[src/rtl/csa_pipe_pkg.sv]
package csa_pipe_pkg;
    // Default sizing: operand width and carry-save rows between registers.
    localparam int DEF_WIDTH          = 32;
    localparam int DEF_ROWS_PER_STAGE = 4;
    // Gate-delay budget per row (two-level logic) and per register slice.
    localparam int ROW_GATE_DELAYS    = 2;
    localparam int MAX_GATE_DELAYS    = 8;
endpackage

[src/rtl/csa_row_stage.sv]
module csa_row_stage #(
    parameter int WIDTH = csa_pipe_pkg::DEF_WIDTH,
    parameter int ROWS  = csa_pipe_pkg::DEF_ROWS_PER_STAGE
) (
    input  logic             clk,
    input  logic             rst,
    input  logic             valid_i,
    input  logic [WIDTH-1:0] mcand_i,
    input  logic [WIDTH-1:0] mplier_i,
    input  logic [WIDTH-1:0] psum_i,
    input  logic [WIDTH-1:0] pcarry_i,
    input  logic [WIDTH-1:0] low_i,
    output logic             valid_o,
    output logic [WIDTH-1:0] mcand_o,
    output logic [WIDTH-1:0] mplier_o,
    output logic [WIDTH-1:0] psum_o,
    output logic [WIDTH-1:0] pcarry_o,
    output logic [WIDTH-1:0] low_o
);
    typedef struct packed {
        logic             valid;
        logic [WIDTH-1:0] mcand;
        logic [WIDTH-1:0] mplier;
        logic [WIDTH-1:0] psum;
        logic [WIDTH-1:0] pcarry;
        logic [WIDTH-1:0] low;
    } slice_t;

    slice_t slice_d, slice_q;

    // ROWS carry-save rows; each row retires one settled product bit.
    always_comb begin
        logic [WIDTH-1:0] pp;
        logic [WIDTH-1:0] rsum;
        logic [WIDTH-1:0] rcy;
        slice_d.valid  = valid_i;
        slice_d.mcand  = mcand_i;
        slice_d.mplier = mplier_i;
        slice_d.psum   = psum_i;
        slice_d.pcarry = pcarry_i;
        slice_d.low    = low_i;
        for (int r = 0; r < ROWS; r++) begin
            pp   = slice_d.mcand & {WIDTH{slice_d.mplier[0]}};
            rsum = slice_d.psum ^ slice_d.pcarry ^ pp;
            rcy  = (slice_d.psum & slice_d.pcarry) | (slice_d.psum & pp)
                 | (slice_d.pcarry & pp);
            slice_d.low    = {rsum[0], slice_d.low[WIDTH-1:1]};
            slice_d.psum   = rsum >> 1;
            slice_d.pcarry = rcy;
            slice_d.mplier = slice_d.mplier >> 1;
        end
    end

    always_ff @(posedge clk) begin
        slice_q <= slice_d;
        if (rst) begin
            slice_q.valid <= 1'b0;
        end
    end

    assign valid_o  = slice_q.valid;
    assign mcand_o  = slice_q.mcand;
    assign mplier_o = slice_q.mplier;
    assign psum_o   = slice_q.psum;
    assign pcarry_o = slice_q.pcarry;
    assign low_o    = slice_q.low;

    // a live operation always moves one slice per clock.
    a_r2_valid_advances: assert property (@(posedge clk) disable iff (rst)
        valid_i |=> valid_o);
    // a bubble stays a bubble.
    a_r4_bubble_advances: assert property (@(posedge clk) disable iff (rst)
        !valid_i |=> !valid_o);
    // reset empties this slice.
    a_r5_reset_clears: assert property (@(posedge clk)
        rst |=> !valid_o);
endmodule

[src/rtl/csa_final_adder.sv]
module csa_final_adder #(
    parameter int WIDTH = csa_pipe_pkg::DEF_WIDTH
) (
    input  logic               clk,
    input  logic               rst,
    input  logic               valid_i,
    input  logic [WIDTH-1:0]   psum_i,
    input  logic [WIDTH-1:0]   pcarry_i,
    input  logic [WIDTH-1:0]   low_i,
    output logic               valid_o,
    output logic [2*WIDTH-1:0] product_o
);
    typedef struct packed {
        logic               valid;
        logic [2*WIDTH-1:0] product;
    } result_t;

    result_t res_d, res_q;
    logic    carry_out;
    logic [WIDTH-1:0] high_sum;

    always_comb begin
        {carry_out, high_sum} = {1'b0, psum_i} + {1'b0, pcarry_i};
        res_d.valid   = valid_i;
        res_d.product = {high_sum, low_i};
    end

    always_ff @(posedge clk) begin
        res_q <= res_d;
        if (rst) begin
            res_q.valid <= 1'b0;
        end
    end

    assign valid_o   = res_q.valid;
    assign product_o = res_q.product;

    // the redundant upper half of a real product never overflows.
    a_r7_no_overflow: assert property (@(posedge clk) disable iff (rst)
        valid_i |-> !carry_out);
    a_r2_result_follows: assert property (@(posedge clk) disable iff (rst)
        valid_i |=> valid_o);
    a_r4_bubble_follows: assert property (@(posedge clk) disable iff (rst)
        !valid_i |=> !valid_o);
endmodule

[src/rtl/csa_pipe_multiplier.sv]
module csa_pipe_multiplier #(
    parameter int WIDTH          = csa_pipe_pkg::DEF_WIDTH,
    parameter int ROWS_PER_STAGE = csa_pipe_pkg::DEF_ROWS_PER_STAGE
) (
    input  logic               clk,
    input  logic               rst,
    input  logic               in_valid,
    input  logic [WIDTH-1:0]   in_a,
    input  logic [WIDTH-1:0]   in_b,
    output logic               out_valid,
    output logic [2*WIDTH-1:0] out_product
);
    localparam int ARRAY_STAGES = WIDTH / ROWS_PER_STAGE;
    localparam int LATENCY      = ARRAY_STAGES + 1;

    logic             vld [0:ARRAY_STAGES];
    logic [WIDTH-1:0] mca [0:ARRAY_STAGES];
    logic [WIDTH-1:0] mpl [0:ARRAY_STAGES];
    logic [WIDTH-1:0] ps  [0:ARRAY_STAGES];
    logic [WIDTH-1:0] pc  [0:ARRAY_STAGES];
    logic [WIDTH-1:0] lo  [0:ARRAY_STAGES];

    // Array entry: empty redundant pair, nothing settled yet.
    assign vld[0] = in_valid;
    assign mca[0] = in_a;
    assign mpl[0] = in_b;
    assign ps[0]  = '0;
    assign pc[0]  = '0;
    assign lo[0]  = '0;

    for (genvar g = 0; g < ARRAY_STAGES; g++) begin : g_slice
        csa_row_stage #(
            .WIDTH (WIDTH),
            .ROWS  (ROWS_PER_STAGE)
        ) i_slice (
            .clk      (clk),
            .rst      (rst),
            .valid_i  (vld[g]),
            .mcand_i  (mca[g]),
            .mplier_i (mpl[g]),
            .psum_i   (ps[g]),
            .pcarry_i (pc[g]),
            .low_i    (lo[g]),
            .valid_o  (vld[g+1]),
            .mcand_o  (mca[g+1]),
            .mplier_o (mpl[g+1]),
            .psum_o   (ps[g+1]),
            .pcarry_o (pc[g+1]),
            .low_o    (lo[g+1])
        );
    end

    csa_final_adder #(
        .WIDTH (WIDTH)
    ) i_final (
        .clk       (clk),
        .rst       (rst),
        .valid_i   (vld[ARRAY_STAGES]),
        .psum_i    (ps[ARRAY_STAGES]),
        .pcarry_i  (pc[ARRAY_STAGES]),
        .low_i     (lo[ARRAY_STAGES]),
        .valid_o   (out_valid),
        .product_o (out_product)
    );

    initial begin
        a_r2_stage_split: assert (ARRAY_STAGES * ROWS_PER_STAGE == WIDTH
            && LATENCY == ARRAY_STAGES + 1
            && ROWS_PER_STAGE * csa_pipe_pkg::ROW_GATE_DELAYS
               <= csa_pipe_pkg::MAX_GATE_DELAYS);
    end

    // a delivered product is always fully defined.
    a_r1_product_known: assert property (@(posedge clk) disable iff (rst)
        out_valid |-> !$isunknown(out_product));
endmodule

[config.mk]
export PLATFORM = sky130hd
export DESIGN_NAME = csa_pipe_multiplier
export DESIGN_NICKNAME = d
export VERILOG_FILES = /design/src/rtl/csa_pipe_pkg.sv /design/src/rtl/csa_row_stage.sv /design/src/rtl/csa_final_adder.sv /design/src/rtl/csa_pipe_multiplier.sv
export SDC_FILE = /design/constraint.sdc
export NUM_CORES = 2
export LEC_CHECK = 0
export BUFFER_PORTS_ARGS = -buffer_cell sky130_fd_sc_hd__buf_2
export CAP_MARGIN = 40
export CORE_UTILIZATION = 55
export CTS_BUF_LIST = sky130_fd_sc_hd__clkbuf_4
export CTS_CLUSTER_SIZE = 14
export DETAILED_ROUTE_END_ITERATION = 12
export PLACE_DENSITY = 0.81
export SYNTH_ARGS = -nofsm -noshare
export SYNTH_HDL_FRONTEND = slang
export SYNTH_SLANG_ARGS = --single-unit
[constraint.sdc]
create_clock -name clk -period 3.7 [get_ports clk]
set_input_delay 0.74 -clock clk [delete_from_list [all_inputs] [get_ports clk]]
set_output_delay 0.74 -clock clk [all_outputs]
set_load 0.01 [all_outputs]
Word level (Yosys, flattened, before mapping)
Index checks and enable logic that the tools add are counted.

Flip-flop bits (word level): 1057. Bits of input ports: 67. Output and inout bits: 65. Logic and storage cells: 293.

Add/subtract/negate cells: 1. Bitwise gates (word level): 244.

Operators by type and width (count): AND 32 bit (62); AND 31 x 32 -> 32 bit (61); OR 32 bit (60); XOR 31 x 32 -> 32 bit (31); XOR 32 bit (30); adder 31 x 32 -> 32 bit (1).

Longest topological paths before layout
Word-level depth: 13. Gate-level depth with buffers: 9. Mapped depth without buffers: 9.

Hierarchy
Synthesis repeated with hierarchy kept, for this count alone.

Cells, all modules: 4760. Area total of the unflattened synthesis: 58959.0 um^2.

By module, submodules not included: csa_row_stage (g_slice[0].i_slice ...) (instances 5, cells an instance 559, area each 7008.0 um^2, seq. area each 3123.0 um^2); csa_row_stage (g_slice[6].i_slice) (instances 1, cells an instance 559, area each 7016.7 um^2, seq. area each 3123.0 um^2); csa_row_stage (g_slice[5].i_slice) (instances 1, cells an instance 559, area each 7011.7 um^2, seq. area each 3123.0 um^2); csa_row_stage (g_slice[7].i_slice) (instances 1, cells an instance 559, area each 6977.9 um^2, seq. area each 3123.0 um^2); csa_final_adder (instances 1, cells an instance 287, area each 2909.0 um^2, seq. area each 1301.2 um^2); csa_pipe_multiplier (instances 1, cells an instance 1, area each 3.8 um^2, seq. area each 0.0 um^2).

Worst setup path after synthesis
Ideal clock, no wire load.

Kind: register to register. From: reg g_slice[0].i_slice.slice_q (netlist bit g_slice[0].i_slice.mplier_o[0]). To: reg g_slice[1].i_slice.slice_q (netlist bit g_slice[1].i_slice.psum_o[18]). Library setup time: 0.131 ns. Arrival: 2.514 ns. Required time: 3.569 ns. Setup slack: 1.055 ns. Cell stages (with the launch flop): 9. Buffers on the path: 1. Clock period less this slack: 2.645 ns. Path through: dfxtp_1 > clkbuf_1 > and2_1 > fa_1 > inv_1 > fa_1 > fa_1 > inv_1 > fa_1.

RTL lines: start: declaration (line csa_row_stage.sv:29) `slice_t slice_d, slice_q;`; start signal: assignment (line csa_row_stage.sv:55) `slice_q <= slice_d;`; end signal: assignment (line csa_row_stage.sv:55); end: declaration (line csa_row_stage.sv:29).

==> flow_summary.json <==
{
  "report.final.slew_viol_count": 0,
  "hold_class": "flop to flop",
  "total_power_mw": 50.2,
  "rsz0062_at_grt": "false",
  "rows": 111,
  "outcome": "finished clean",
  "crit_required_ps": 4630,
  "r2r_setup_slack_ps": 780,
  "start_util_pct": 55.6,
  "total_leakage_power_nw": 27.3,
  "cts_resized": 0,
  "fmax_ghz": 0.343,
  "overflow": 0,
  "vias": 28282,
  "avgRoutedWirePerCell_um": 13.2,
  "fin_tns_setup_ps": 0,
  "async_reset_ff_share_pct": 0,
  "endpoint": "g_slice[3].i_slice.psum_o[6]$_DFF_P_",
  "cp.arrival_ps": 3850,
  "cts_sinks": 1049,
  "syn_nets": 5430,
  "die_area_um2": 94100,
  "area_growth_pct": 11.7,
  "startpoint": "g_slice[2].i_slice.mplier_o[0]$_DFF_P_",
  "power_density_nw_per_um2": 879,
  "setup_viol": 0,
  "fp.dieH_um": 307,
  "cts_root_buf": "clkbuf_4",
  "hp-start": "g_slice[1].i_slice.mplier_o[21]$_DFF_P_",
  "layout_min_cycle_time_ps": 2920,
  "synth_seq_cells": 1049,
  "portBuffers": 131,
  "irDropWorstVdd_mv": 0.464,
  "wl_um": 81600,
  "dpl.hpwl_um": 62500,
  "antenna_found_initial": 5,
  "critPathMaxFanout": 32,
  "cts_made_buffers": 284,
  "postRouteAntennaNets": 0,
  "grt_pass1_wl_um": 143000,
  "synth_edf_count": 0,
  "grt_pass1_vias": 32147,
  "ys_warn_count": 0,
  "ys_types": 53,
  "worst_pin_slew_ps": 918,
  "htreeDepth": 5,
  "clock_latency_ps": 1170,
  "r2r_end": "g_slice[3].i_slice.psum_o[6]$_DFF_P_",
  "drive_gt1_share_pct": 11.4,
  "path_clk_slew_ps": 60,
  "hold_violations": 0,
  "drcViolationCount": 0,
  "maxCapViolCount": 0,
  "drtIter0Drc": 1005,
  "fin_nets": 5833,
  "grt_use_total_pct": 18.5,
  "slew_headroom_pct": 38.7,
  "reg2reg_from": "g_slice[2].i_slice.mplier_o[0]$_DFF_P_",
  "timing.final.crit_share_pct": 78.8,
  "finClkSkew_ps": 139,
  "gp_congestion": 0.894,
  "io_pins": 132,
  "ys.flop_type": "dfxtp_1",
  "synth-seq-area-share_pct": 41.1,
  "synth_area_um2": 51100,
  "fp.dieW_um": 307,
  "grt_max_degree": 33,
  "synthCells": 4370,
  "worstRegToRegCells": 8,
  "tritoncts": "built",
  "end_kind": "flop",
  "first_pass_iters": 8,
  "core_um2": 91800,
  "via_per_inst": 4.57,
  "cts_buffer_depth": 4,
  "startpoint_type": "flop",
  "crit_type": "flop to flop",
  "avgSynthCellArea_um2": 11.7
}
## cell usage in the layout, fill, tap and decap left out, types with 31 or more instances in the layout
| master | n |
|---|---|
| a21oi_1 | 31 |
| and2_1 | 544 |
| buf_2 | 131 |
| clkbuf_4 | 369 |
| clkinv_1 | 53 |
| dfxtp_1 | 1049 |
| dlygate4sd3_1 | 63 |
| fa_1 | 931 |
| ha_1 | 62 |
| inv_1 | 997 |
| nand2_1 | 508 |
## cell families after synthesis
group                      after synthesis  share of synthesized area, %
and+or+nand+nor                       1098                          10.9
buffers and inverters                 1097                          8.08
DFF                                   1049                          41.1
adders and majority gates              993                          38.0
AOI/OAI and AO/OA                      107                          1.42
xor gates and xnor gates                26                         0.446
## routing by layer
metal / GRT usage (%) / vias to the layer above / wire length (um)
met3: 4.46 / 176 / 3520
met5: 0 / - / 13
met1: 21.4 / 14210 / 33000
met2: 32.5 / 560 / 42500
li1: - / 13334 / -
met4: 8.62 / 2 / 2570
## synth_stat cells (all sizes together) (2+ instances only)
library cell / number / area share [%]
dfxtp: 1049 / 41
a21boi: 3 / 0.044
a311oi: 2 / 0.034
nand2: 508 / 3.7
nand3: 3 / 0.029
o311ai: 2 / 0.034
a21bo: 2 / 0.039
o211ai: 3 / 0.044
nor2b: 11 / 0.13
o21a: 8 / 0.12
nor3: 2 / 0.020
a21oi: 31 / 0.30
or2: 3 / 0.037
xnor2: 19 / 0.33
a31oi: 5 / 0.061
fa: 931 / 36
nand2b: 2 / 0.024
nand4: 3 / 0.037
a22oi: 2 / 0.029
a211oi: 4 / 0.059
buf: 2 / 0.029
xor2: 7 / 0.12
nor2: 13 / 0.096
o21ai: 17 / 0.17
a21o: 13 / 0.19
ha: 62 / 1.5
and3: 3 / 0.037
o2111ai: 2 / 0.034
clkbuf: 98 / 0.72
inv: 997 / 7.3
and2: 545 / 6.7
o21bai: 2 / 0.029
o31ai: 2 / 0.029
## worst min path at each step
stage                                                         end  slack (ps)  cells past startpoint
after floorplan              g_slice[1].i_slice.low_o[24]$_DFF_P_         310                      0
after global placement               i_final.product_o[8]$_DFF_P_         310                      0
after detailed placement   g_slice[1].i_slice.mplier_o[8]$_DFF_P_         310                      0
after CTS                 g_slice[0].i_slice.mplier_o[20]$_DFF_P_         100                      2
after global routing      g_slice[0].i_slice.mplier_o[24]$_DFF_P_         130                      2
final                     g_slice[2].i_slice.mplier_o[17]$_DFF_P_         250                      0
## area by class of cell
cell class                      instances  area, um^2
Multi-Input combinational cell       2224       25900
Clock inverter                         88         576
Clock buffer                          369        2770
Fill cell                            6781       34700
Sequential cell                      1049       21000
Timing Repair Buffer                  217        1470
Tap cell                             1243        1560
Inverter                              997        3740
Antenna cell                            2        5.00
## state kept, by name, indices dropped and copies added, names as in the netlist
| name | cells |
|---|---|
| i_final.product_o | 64 |
| g_slice.i_slice.mplier_o | 112 |
| g_slice.i_slice.valid_o | 8 |
| i_final.valid_o | 1 |
| g_slice.i_slice.pcarry_o | 248 |
| g_slice.i_slice.low_o | 144 |
| g_slice.i_slice.mcand_o | 224 |
| g_slice.i_slice.psum_o | 248 |
## stage by stage
step	hold WS (ps)	std cells	utilization, %	area [um^2]	worst slack, ps
global route	125	6189	62.2	57100	664
detailed placement	312	5667	57.8	53100	839
global placement	312	5665	57.8	53100	885
finish	251	6189	62.2	57100	784
CTS	95.6	6187	62.2	57100	759
floorplan	310	4370	-	51100	1060
## what timing repair did
action | in CTS | in global routing
hold endpoints to repair | 85 | 0
setup buffers | 0 | 0
hold buffers | 63 | 0
## report_power, final
part | total (mW) | internal (mW) | switching (mW)
registers | 17.2 | 15.5 | 1.62
logic | 23.3 | 10.1 | 13.2
clock network | 9.67 | 5.20 | 4.48
## worst max-delay path: stages, from the launching register on
cell	delay, ps
dfxtp_1	320
buf_4	250
and2_1	200
fa_1	430
inv_1	80
fa_1	430
fa_1	490
inv_1	60
fa_1	440
Power figures use the tool's default switching activity.
